### config.mk
export PLATFORM = sky130hd
export DESIGN_NAME = cfgimg_image_gen
export DESIGN_NICKNAME = d
export VERILOG_FILES = /design/src/rtl/cfgimg_pkg.sv /design/src/rtl/cfgimg_store.sv /design/src/rtl/cfgimg_accum.sv /design/src/rtl/cfgimg_seq.sv /design/src/rtl/cfgimg_image_gen.sv
export SDC_FILE = /design/constraint.sdc
export NUM_CORES = 2
export LEC_CHECK = 0
export ABC_CLOCK_PERIOD_IN_PS = 58700
export CORE_AREA = 5 5 373 375
export DETAILED_ROUTE_END_ITERATION = 6
export DIE_AREA = 0 0 378 380
export DONT_BUFFER_PORTS = 1
export SYNTH_ARGS = -nofsm -noshare
export SYNTH_HDL_FRONTEND = slang
export SYNTH_SLANG_ARGS = --single-unit
### constraint.sdc
create_clock -name clk -period 58.7 [get_ports clk]
set_clock_uncertainty 0.1 [all_clocks]
set_input_delay 2.935 -clock clk [delete_from_list [all_inputs] [get_ports clk]]
set_output_delay 2.935 -clock clk [all_outputs]
set_load 0.01 [all_outputs]
### src/rtl/cfgimg_pkg.sv
package cfgimg_pkg;

  localparam int unsigned IMG_BYTES = 128;
  localparam int unsigned ADDR_W    = $clog2(IMG_BYTES);
  localparam int unsigned WORDS     = IMG_BYTES / 2;
  localparam int unsigned WIDX_W    = $clog2(WORDS);

  // layout positions that a reader of the image decodes
  localparam int unsigned PAT_BYTES    = 32;
  localparam logic [7:0]  PAT_EVEN     = 8'h57;
  localparam int unsigned OFS_SCSI_ID  = 64;
  localparam int unsigned OFS_TAG_CNT  = 67;
  localparam int unsigned OFS_OPTIONS  = 68;
  localparam int unsigned OFS_BOOT_ID  = 69;
  localparam int unsigned OFS_BOOT_LUN = 70;
  localparam int unsigned OFS_CHK_LO   = IMG_BYTES - 2;
  localparam int unsigned OFS_CHK_HI   = IMG_BYTES - 1;

  typedef enum logic [1:0] {
    ST_IDLE   = 2'd0,
    ST_FILL   = 2'd1,
    ST_SUM    = 2'd2,
    ST_FINISH = 2'd3
  } seq_state_t;

endpackage

### src/rtl/cfgimg_store.sv
module cfgimg_store
  import cfgimg_pkg::*;
#(
  parameter logic [7:0] P_SCSI_ID   = 8'd7,
  parameter logic [7:0] P_TAG_CNT   = 8'd4,
  parameter logic [3:0] P_OPT_FLAGS = 4'b0111,
  parameter logic [7:0] P_BOOT_ID   = 8'd0,
  parameter logic [7:0] P_BOOT_LUN  = 8'd0
) (
  input  logic              clk,
  input  logic              rst_n,
  input  logic              fill_en,
  input  logic              chk_en,
  input  logic [15:0]       chk_val,
  input  logic              wr_en,
  input  logic [ADDR_W-1:0] wr_addr,
  input  logic [7:0]        wr_data,
  input  logic [WIDX_W-1:0] word_idx,
  input  logic [ADDR_W-1:0] rd_addr,
  output logic [7:0]        rd_data,
  output logic [15:0]       word_o
);

  localparam int unsigned FLAT_W = IMG_BYTES * 8;

  logic [FLAT_W-1:0] img_flat;

  function automatic logic [7:0] dflt_byte(input int unsigned a);
    logic [7:0] v;
    v = 8'h00;
    if (a < PAT_BYTES) begin
      v = (a % 2 == 0) ? PAT_EVEN : 8'h00;
    end else if (a == OFS_SCSI_ID) begin
      v = P_SCSI_ID;
    end else if (a == OFS_TAG_CNT) begin
      v = P_TAG_CNT;
    end else if (a == OFS_OPTIONS) begin
      v = {4'b0000, P_OPT_FLAGS};
    end else if (a == OFS_BOOT_ID) begin
      v = P_BOOT_ID;
    end else if (a == OFS_BOOT_LUN) begin
      v = P_BOOT_LUN;
    end
    return v;
  endfunction

  for (genvar g = 0; g < IMG_BYTES; g++) begin : g_byte
    localparam logic [ADDR_W-1:0] MY_ADDR = ADDR_W'(g);
    localparam logic [7:0]        MY_DFLT = dflt_byte(g);
    localparam bit                IS_LO   = (g == OFS_CHK_LO);
    localparam bit                IS_HI   = (g == OFS_CHK_HI);

    logic [7:0] byte_q;
    logic [7:0] byte_d;
    logic       byte_ce;
    logic       wr_hit;
    logic       chk_hit;

    assign wr_hit  = wr_en && (wr_addr == MY_ADDR);
    assign chk_hit = chk_en && (IS_LO || IS_HI);

    always_comb begin
      byte_d  = byte_q;
      byte_ce = 1'b0;
      if (fill_en) begin
        byte_d  = MY_DFLT;
        byte_ce = 1'b1;
      end else if (chk_hit) begin
        byte_d  = IS_HI ? chk_val[15:8] : chk_val[7:0];
        byte_ce = 1'b1;
      end else if (wr_hit) begin
        byte_d  = wr_data;
        byte_ce = 1'b1;
      end
    end

    always_ff @(posedge clk or negedge rst_n) begin
      if (!rst_n) begin
        byte_q <= 8'h00;
      end else if (byte_ce) begin
        byte_q <= byte_d;
      end
    end

    assign img_flat[g*8 +: 8] = byte_q;
  end

  assign rd_data = img_flat[{rd_addr, 3'b000} +: 8];
  assign word_o  = img_flat[{word_idx, 4'b0000} +: 16];

endmodule

### src/rtl/cfgimg_accum.sv
module cfgimg_accum #(
  parameter int unsigned SUM_W = 16
) (
  input  logic             clk,
  input  logic             rst_n,
  input  logic             clr,
  input  logic             add_en,
  input  logic [SUM_W-1:0] word_i,
  output logic [SUM_W-1:0] sum_o
);

  logic [SUM_W-1:0] sum_q;
  logic [SUM_W-1:0] sum_d;
  logic             sum_ce;

  always_comb begin
    sum_d  = sum_q;
    sum_ce = 1'b0;
    if (clr) begin
      sum_d  = '0;
      sum_ce = 1'b1;
    end else if (add_en) begin
      sum_d  = sum_q + word_i;
      sum_ce = 1'b1;
    end
  end

  always_ff @(posedge clk or negedge rst_n) begin
    if (!rst_n) begin
      sum_q <= '0;
    end else if (sum_ce) begin
      sum_q <= sum_d;
    end
  end

  assign sum_o = sum_q;

endmodule

### src/rtl/cfgimg_seq.sv
module cfgimg_seq
  import cfgimg_pkg::*;
#(
  parameter logic [15:0] SIGNATURE = 16'h1234
) (
  input  logic              clk,
  input  logic              rst_n,
  input  logic              start_i,
  input  logic              verify_i,
  input  logic [15:0]       sum_i,
  output logic              busy_o,
  output logic              fill_en,
  output logic              clr,
  output logic              add_en,
  output logic              chk_en,
  output logic [WIDX_W-1:0] word_idx,
  output logic              done_o,
  output logic              valid_o
);

  localparam logic [WIDX_W-1:0] LAST_VERIFY = WIDX_W'(WORDS - 1);
  localparam logic [WIDX_W-1:0] LAST_BUILD  = WIDX_W'(WORDS - 2);

  seq_state_t        state_q, state_d;
  logic [WIDX_W-1:0] idx_q, idx_d;
  logic              vfy_q, vfy_d;
  logic              done_q, done_d;
  logic              valid_q, valid_d;
  logic [WIDX_W-1:0] last_idx;

  assign last_idx = vfy_q ? LAST_VERIFY : LAST_BUILD;

  always_comb begin
    state_d = state_q;
    idx_d   = idx_q;
    vfy_d   = vfy_q;
    valid_d = valid_q;
    fill_en = 1'b0;
    clr     = 1'b0;
    add_en  = 1'b0;
    chk_en  = 1'b0;
    done_d  = (state_q == ST_FINISH);
    unique case (state_q)
      ST_IDLE: begin
        if (start_i) begin
          vfy_d   = verify_i;
          valid_d = 1'b0;
          idx_d   = '0;
          clr     = 1'b1;
          state_d = verify_i ? ST_SUM : ST_FILL;
        end
      end
      ST_FILL: begin
        fill_en = 1'b1;
        state_d = ST_SUM;
      end
      ST_SUM: begin
        add_en = 1'b1;
        idx_d  = idx_q + 1'b1;
        if (idx_q == last_idx) begin
          state_d = ST_FINISH;
        end
      end
      ST_FINISH: begin
        if (vfy_q) begin
          valid_d = (sum_i == SIGNATURE);
        end else begin
          chk_en = 1'b1;
        end
        state_d = ST_IDLE;
      end
      default: state_d = ST_IDLE;
    endcase
  end

  always_ff @(posedge clk or negedge rst_n) begin
    if (!rst_n) begin
      state_q <= ST_IDLE;
      idx_q   <= '0;
      vfy_q   <= 1'b0;
      done_q  <= 1'b0;
      valid_q <= 1'b0;
    end else begin
      state_q <= state_d;
      idx_q   <= idx_d;
      vfy_q   <= vfy_d;
      done_q  <= done_d;
      valid_q <= valid_d;
    end
  end

  assign busy_o   = (state_q != ST_IDLE);
  assign word_idx = idx_q;
  assign done_o   = done_q;
  assign valid_o  = valid_q;

endmodule

### src/rtl/cfgimg_image_gen.sv
module cfgimg_image_gen
  import cfgimg_pkg::*;
#(
  parameter logic [15:0] SIGNATURE   = 16'h1234,
  parameter logic [7:0]  P_SCSI_ID   = 8'd7,
  parameter logic [7:0]  P_TAG_CNT   = 8'd4,
  parameter logic [3:0]  P_OPT_FLAGS = 4'b0111,
  parameter logic [7:0]  P_BOOT_ID   = 8'd0,
  parameter logic [7:0]  P_BOOT_LUN  = 8'd0
) (
  input  logic       clk,
  input  logic       rst_n,
  input  logic       start_i,
  input  logic       verify_i,
  input  logic       wr_en_i,
  input  logic [6:0] wr_addr_i,
  input  logic [7:0] wr_data_i,
  input  logic [6:0] rd_addr_i,
  output logic [7:0] rd_data_o,
  output logic       busy_o,
  output logic       done_o,
  output logic       valid_o
);

  logic [1:0]        rst_sync_q;
  logic              rst_int_n;
  logic              fill_en, clr, add_en, chk_en;
  logic [WIDX_W-1:0] word_idx;
  logic [15:0]       word;
  logic [15:0]       sum;
  logic [15:0]       chk_val;
  logic              wr_ok;

  // asynchronous assertion, synchronous release
  always_ff @(posedge clk or negedge rst_n) begin
    if (!rst_n) begin
      rst_sync_q <= 2'b00;
    end else begin
      rst_sync_q <= {rst_sync_q[0], 1'b1};
    end
  end
  assign rst_int_n = rst_sync_q[1];

  assign wr_ok   = wr_en_i && !busy_o;
  assign chk_val = SIGNATURE - sum;

  cfgimg_seq #(.SIGNATURE(SIGNATURE)) u_seq (
    .clk      (clk),
    .rst_n    (rst_int_n),
    .start_i  (start_i),
    .verify_i (verify_i),
    .sum_i    (sum),
    .busy_o   (busy_o),
    .fill_en  (fill_en),
    .clr      (clr),
    .add_en   (add_en),
    .chk_en   (chk_en),
    .word_idx (word_idx),
    .done_o   (done_o),
    .valid_o  (valid_o)
  );

  cfgimg_store #(
    .P_SCSI_ID  (P_SCSI_ID),
    .P_TAG_CNT  (P_TAG_CNT),
    .P_OPT_FLAGS(P_OPT_FLAGS),
    .P_BOOT_ID  (P_BOOT_ID),
    .P_BOOT_LUN (P_BOOT_LUN)
  ) u_store (
    .clk      (clk),
    .rst_n    (rst_int_n),
    .fill_en  (fill_en),
    .chk_en   (chk_en),
    .chk_val  (chk_val),
    .wr_en    (wr_ok),
    .wr_addr  (wr_addr_i),
    .wr_data  (wr_data_i),
    .word_idx (word_idx),
    .rd_addr  (rd_addr_i),
    .rd_data  (rd_data_o),
    .word_o   (word)
  );

  cfgimg_accum #(.SUM_W(16)) u_acc (
    .clk    (clk),
    .rst_n  (rst_int_n),
    .clr    (clr),
    .add_en (add_en),
    .word_i (word),
    .sum_o  (sum)
  );

endmodule

==> After elaboration in Yosys (flattened, before gate mapping) <==
Index checks and enable logic that the tools add are counted.
{ "totals": {"regBits": 1053, "in_bits": 27} }
{ "op_classes": {"n_addsub": 3, "eq_ne": 135, "shifts": 2, "mux": 536, "n_reduce_logical": 397} }
{ "ops": {"columns": ["op", "count"], "rows": [
  ["$mux 8", 258],
  ["$shiftx 1024x11->16", 1],
  ["$shiftx 1024x11->8", 1],
  ["$eq 7x7->1 const B", 64],
  ["$mux 1", 269],
  ["$reduce_and 2->1", 132],
  ["$reduce_bool 2->1", 130],
  ["$eq 7x6->1 const B", 32],
  ["$logic_and 1x1->1", 129],
  ["$eq 7x5->1 const B", 16],
  ["$eq 7x4->1 const B", 8],
  ["$mux 16", 2],
  ["$eq 7x3->1 const B", 4],
  ["$add 16x16->16", 1],
  ["$eq 16x13->1 const B", 1],
  ["$sub 13x16->16 const A", 1],
  ["$eq 7x2->1 const B", 2],
  ["$pmux 6 s2", 1],
  ["$pmux 2 s4", 1],
  ["$eq 7x1->1 const B", 1],
  ["$logic_not 7->1", 1],
  ["$add 6x1->6 const B", 1],
  ["$eq 6x6->1", 1],
  ["$mux 2", 3],
  ["other kinds (10)", 13]
]} }

==> Depth between registers and ports, before layout <==
{ "logic_depth": {"ltp_word": 8, "depth_mapped": 21, "mapped_depth_nobuf": 15} }

==> By module <==
Synthesis repeated with hierarchy kept, for this count alone.
{ "unflattened": {"cells_unflattened": 4786, "area_unflattened_um2": 60702.0} }
{ "modules_own_cells": {"columns": ["mod", "n_inst", "cells_each", "area_each_um2", "seq_area_each_um2"], "rows": [
  ["cfgimg_store", 1, 4502, 58197.1, 25624.6],
  ["cfgimg_accum", 1, 171, 1412.6, 400.4],
  ["cfgimg_seq", 1, 66, 683.2, 275.3],
  ["cfgimg_image_gen", 1, 47, 409.1, 50.0]
]} }

==> Least setup slack after synthesis <==
Ideal clock, no wire load.
{ "synth_path": {"path_kind": "input-to-output", "from": "in rd_addr_i[2]", "to": "out rd_data_o[0]", "t_arrival_ns": 5.327, "t_required_ns": 55.665, "slack_ns": 50.338, "cell_stages": 6, "path_cell_list": "buf_2 clkbuf_1 mux4_2 mux4_2 mux4_2 mux2_2"} }
{ "synth_via": {"elab_chain_len": 1} }
{ "synth_rtl": {"columns": ["item", "line", "rtl"], "rows": [
  ["start, declared", "cfgimg_image_gen.sv:18", "input logic [6:0] rd_addr_i,"],
  ["$shiftx 1024x11->8", "cfgimg_store.sv:88", "assign rd_data = img_flat[{rd_addr, 3'b000} +: 8];"],
  ["end, declared", "cfgimg_image_gen.sv:19", "output logic [7:0] rd_data_o,"]
]} }
No other way between the ends.

==> Final worst setup path <==
Same ends and word-level chain as after synthesis.

==> metrics.md <==
| Metric | Value |
|---|---|
| Critical-path top delay cell | `mux4_2` |
| RSZ-0062 raised after global routing | `no` |
| Final max-slew violation count | `0` |
| Asr flop ratio synth | `100%` |
| Fillers | `11,912` |
| DRT Wirelength | `222,000 um` |
| Worst hold path class | `flip-flop to flip-flop` |
| Min Clock Period, post-route | `8620 ps` |
| Final setup margin | `50,080 ps` |
| CP bufs+invs | `0` |
| Post-route non-filler standard cell count | `7,025` |
| Sequential area share after synthesis | `43.7%` |
| Die Height | `380 um` |
| First-pass detailed-route iteration total | `6` |
| Setup WS pre-CTS | `50,420 ps` |
| DR WL/cell | `31.6 um` |
| DRT iter0 DRCs | `6,639` |
| Post-cts sizing count | `0` |
| CP peak stage delay | `740 ps` |
| TritonCTS clock tree | `built` |
| Reg clk slew, reported paths | `60 ps` |
| Final worst-path cycle share | `14.7%` |
| Most used cell, CP | `mux4_2` |
| Layout cells sized above 1 | `18.8%` |
| Placed cell count | `6,800` |
| Clk Latency, worst-skew pair | `780 ps` |
| GPL Wtd Cong | `0.919` |
| Yosys top cell by area | `dfrtp_1` |
| Setup bufs post-CTS | `0` |
| Kind of critical path | `input port to primary output` |
| Status | `finished clean` |
| Setup tns final | `0 ps` |
| Number of synthesized register bits | `1,053` |
| Slew Limit Headroom | `19.3%` |
| Top post-synthesis cells by area | `dfrtp_1 (44%), mux4_2 (23%), mux2i_1 (8.7%), nand2_1 (4.7%), a21oi_1 (4.5%)` |
| CTS hold repair buffers | `0` |
| Area Growth Syn to Fin | `8.71%` |
| Leakage | `25.5 nW` |
| Synth Cell Area | `0.0603 mm^2` |
| Vias in the first global route | `45,447` |
| Total CTS buffers | `117` |
| First-pass GRT wire length | `327,000 um` |
| Cells after Synth | `5,440` |
| Root Driver | `clkbuf_16` |
| Post-synth EDFFs | `0` |
| Synth Flop Type | `dfrtp_1` |
| Max Fclk | `116 MHz` |
| Post-DP Area | `0.0615 mm^2` |
| Largest net degree at the start of global routing | `257` |
| DP HPWL | `138,000 um` |
| Post-synth cell types | `57` |
| Sink Count | `1,053` |
| Startpoint of the worst hold path | `rst_sync_q[0]$_DFF_PN0_` |
| Crit path from | `rd_addr_i[2]` |
| Port Buffers | `0` |
| Crit end category | `primary output` |
| Total Routing Usage GR | `30.6%` |
| PwrDens | `30.8 mW/mm^2` |
| Top-count cell post-synth | `dfrtp_1` |
| Setup violations, final | `0` |
| Post-Layout Inst Area | `0.0656 mm^2` |
| Total gr overflow | `0` |
| Syn_nets | `5,490` |
| Endpoints failing hold | `0` |
| Yosys Warn Count | `0` |
| Max FO, Critical Path | `256` |
| Max_cap viols | `0` |
| DRC errors left | `0` |
| Total power | `2.02 mW` |
| Startpoint Class | `input port` |
| Critical-path cell list | `mux4_2 -> mux4_2 -> mux4_2 -> mux2_2` |
| Syn Area/Cell | `11.1 um^2` |
| Initial antenna violation count | `10` |
| Via density | `6.75` |
| Initial Utilization | `44.7%` |
| Yosys top cell area share | `43.7%` |
| Crit path DAT | `5590 ps` |
| Die width | `378 um` |
| Ports | `38` |
| Worst R2R Start | `u_seq.word_idx[0]$_DFFE_PN0P_` |
| Row count | `135` |
| CTS H-tree lvls | `3` |
| Routed Antenna Nets | `0` |
| CTS max path bufs | `3` |
| Fin nets | `5,188` |
| Top delay family on crit path | `multiplexers` |
| Vias | `47,395` |
| Worst IR Drop VDD | `34.3 uV` |
| Worst Path Required | `55,670 ps` |
| Top cells by count, synth | `dfrtp_1 (1,053), nand2_1 (761), mux4_2 (603), nor2_1 (550), a21oi_1 (540)` |
| Die area | `0.144 mm^2` |
| Worst-margin pin slew | `1200 ps` |
| Core ar. | `0.135 mm^2` |
## state kept, by name, indices dropped and copies added (netlist names)
name                   count
rst_sync_q                 2
u_acc.sum_o               16
u_seq.done_o               1
u_seq.state_q              2
u_seq.valid_o              1
u_seq.vfy_q                1
u_seq.word_idx             6
u_store.g_byte.byte_q   1024
## final timing paths
| path | to | slack (ps) | cells past startpoint |
|---|---|---|---|
| setup / recovery | rd_data_o[0] | 50080 | 4 |
| setup reg to reg | u_acc.sum_o[15]$_DFFE_PN0P_ | 52050 | 17 |
| min in group asynchronous | u_store.g_byte[118].byte_q[3]$_DFFE_PN0P_ | 370 | 0 |
| max in group asynchronous | u_store.g_byte[34].byte_q[6]$_DFFE_PN0P_ | 55080 | 3 |
| hold reg to reg | rst_sync_q[1]$_DFF_PN0_ | 250 | 0 |
| hold / removal | rst_sync_q[1]$_DFF_PN0_ | 250 | 0 |
## cell type report
class,instances,area [um^2],share of cell area [%]
Antenna cell,7,17.5,0.0267
Clock inverter,60,681,1.04
Multi-Input combinational cell,3847,32000,48.8
Tap cell,1781,2230,3.40
Timing Repair Buffer,109,881,1.34
Inverter,10,37.5,0.0572
Sequential cell,1053,26400,40.2
Clock buffer,158,3330,5.08
## metal layers
layer | GRT usage (%) | part of all wire [%] | vias to the layer above
li1 | - | - | 19248
met1 | 42.7 | 38 | 24538
met2 | 43.2 | 43 | 3084
met3 | 11.0 | 13 | 519
met4 | 13.0 | 4.9 | 6
met5 | 0 | 0.016 | -
## placed cells by master (no fill, tap or decap), types with 10 or more instances in the layout
cell type  count
buf_4        104
xnor2_1       18
a22o_1        11
nor3_1        17
dfrtp_1     1047
nand3b_1      58
a211oi_1      19
o31ai_1       10
nand3_1      403
o21ai_0      112
nor2b_1       40
mux4_2       603
nor2_2        27
nand2_1      760
clkbuf_16    117
clkinv_2      30
clkbuf_1      16
clkbuf_8      25
bufinv_16     11
o22ai_1       15
nand4_1       10
ha_1          21
a21oi_1      540
nor2_1       511
nor2_4        12
a211o_1       33
mux2i_1      526
o221ai_1      13
## where the power goes
part	total, mW	switching [mW]	internal [mW]
combinational	0.451	0.301	0.150
sequential	0.790	0.0423	0.747
clock	0.777	0.331	0.447
total	2.02	0.674	1.34
## cells by family after synthesis
group,after synthesis,synth area share (%)
multiplexers,1137,31.4
other,1,0.00622
flip-flops,1053,43.7
AND/OR/NAND/NOR,1874,13.3
AO/OA/AOI/OAI,786,7.19
adder cells (fa/ha/maj),23,0.490
buffers and inverters,540,3.57
XOR/XNOR,26,0.378
## stage by stage
step           hold slack (ps)  util (%)
2_1_floorplan              231         -
3_3_place_gp               233      45.6
3_5_place_dp               236      45.6
4_1_cts                    249      48.6
5_1_grt                    251      48.6
6_report                   245      48.6
Power figures use the tool's default switching activity.
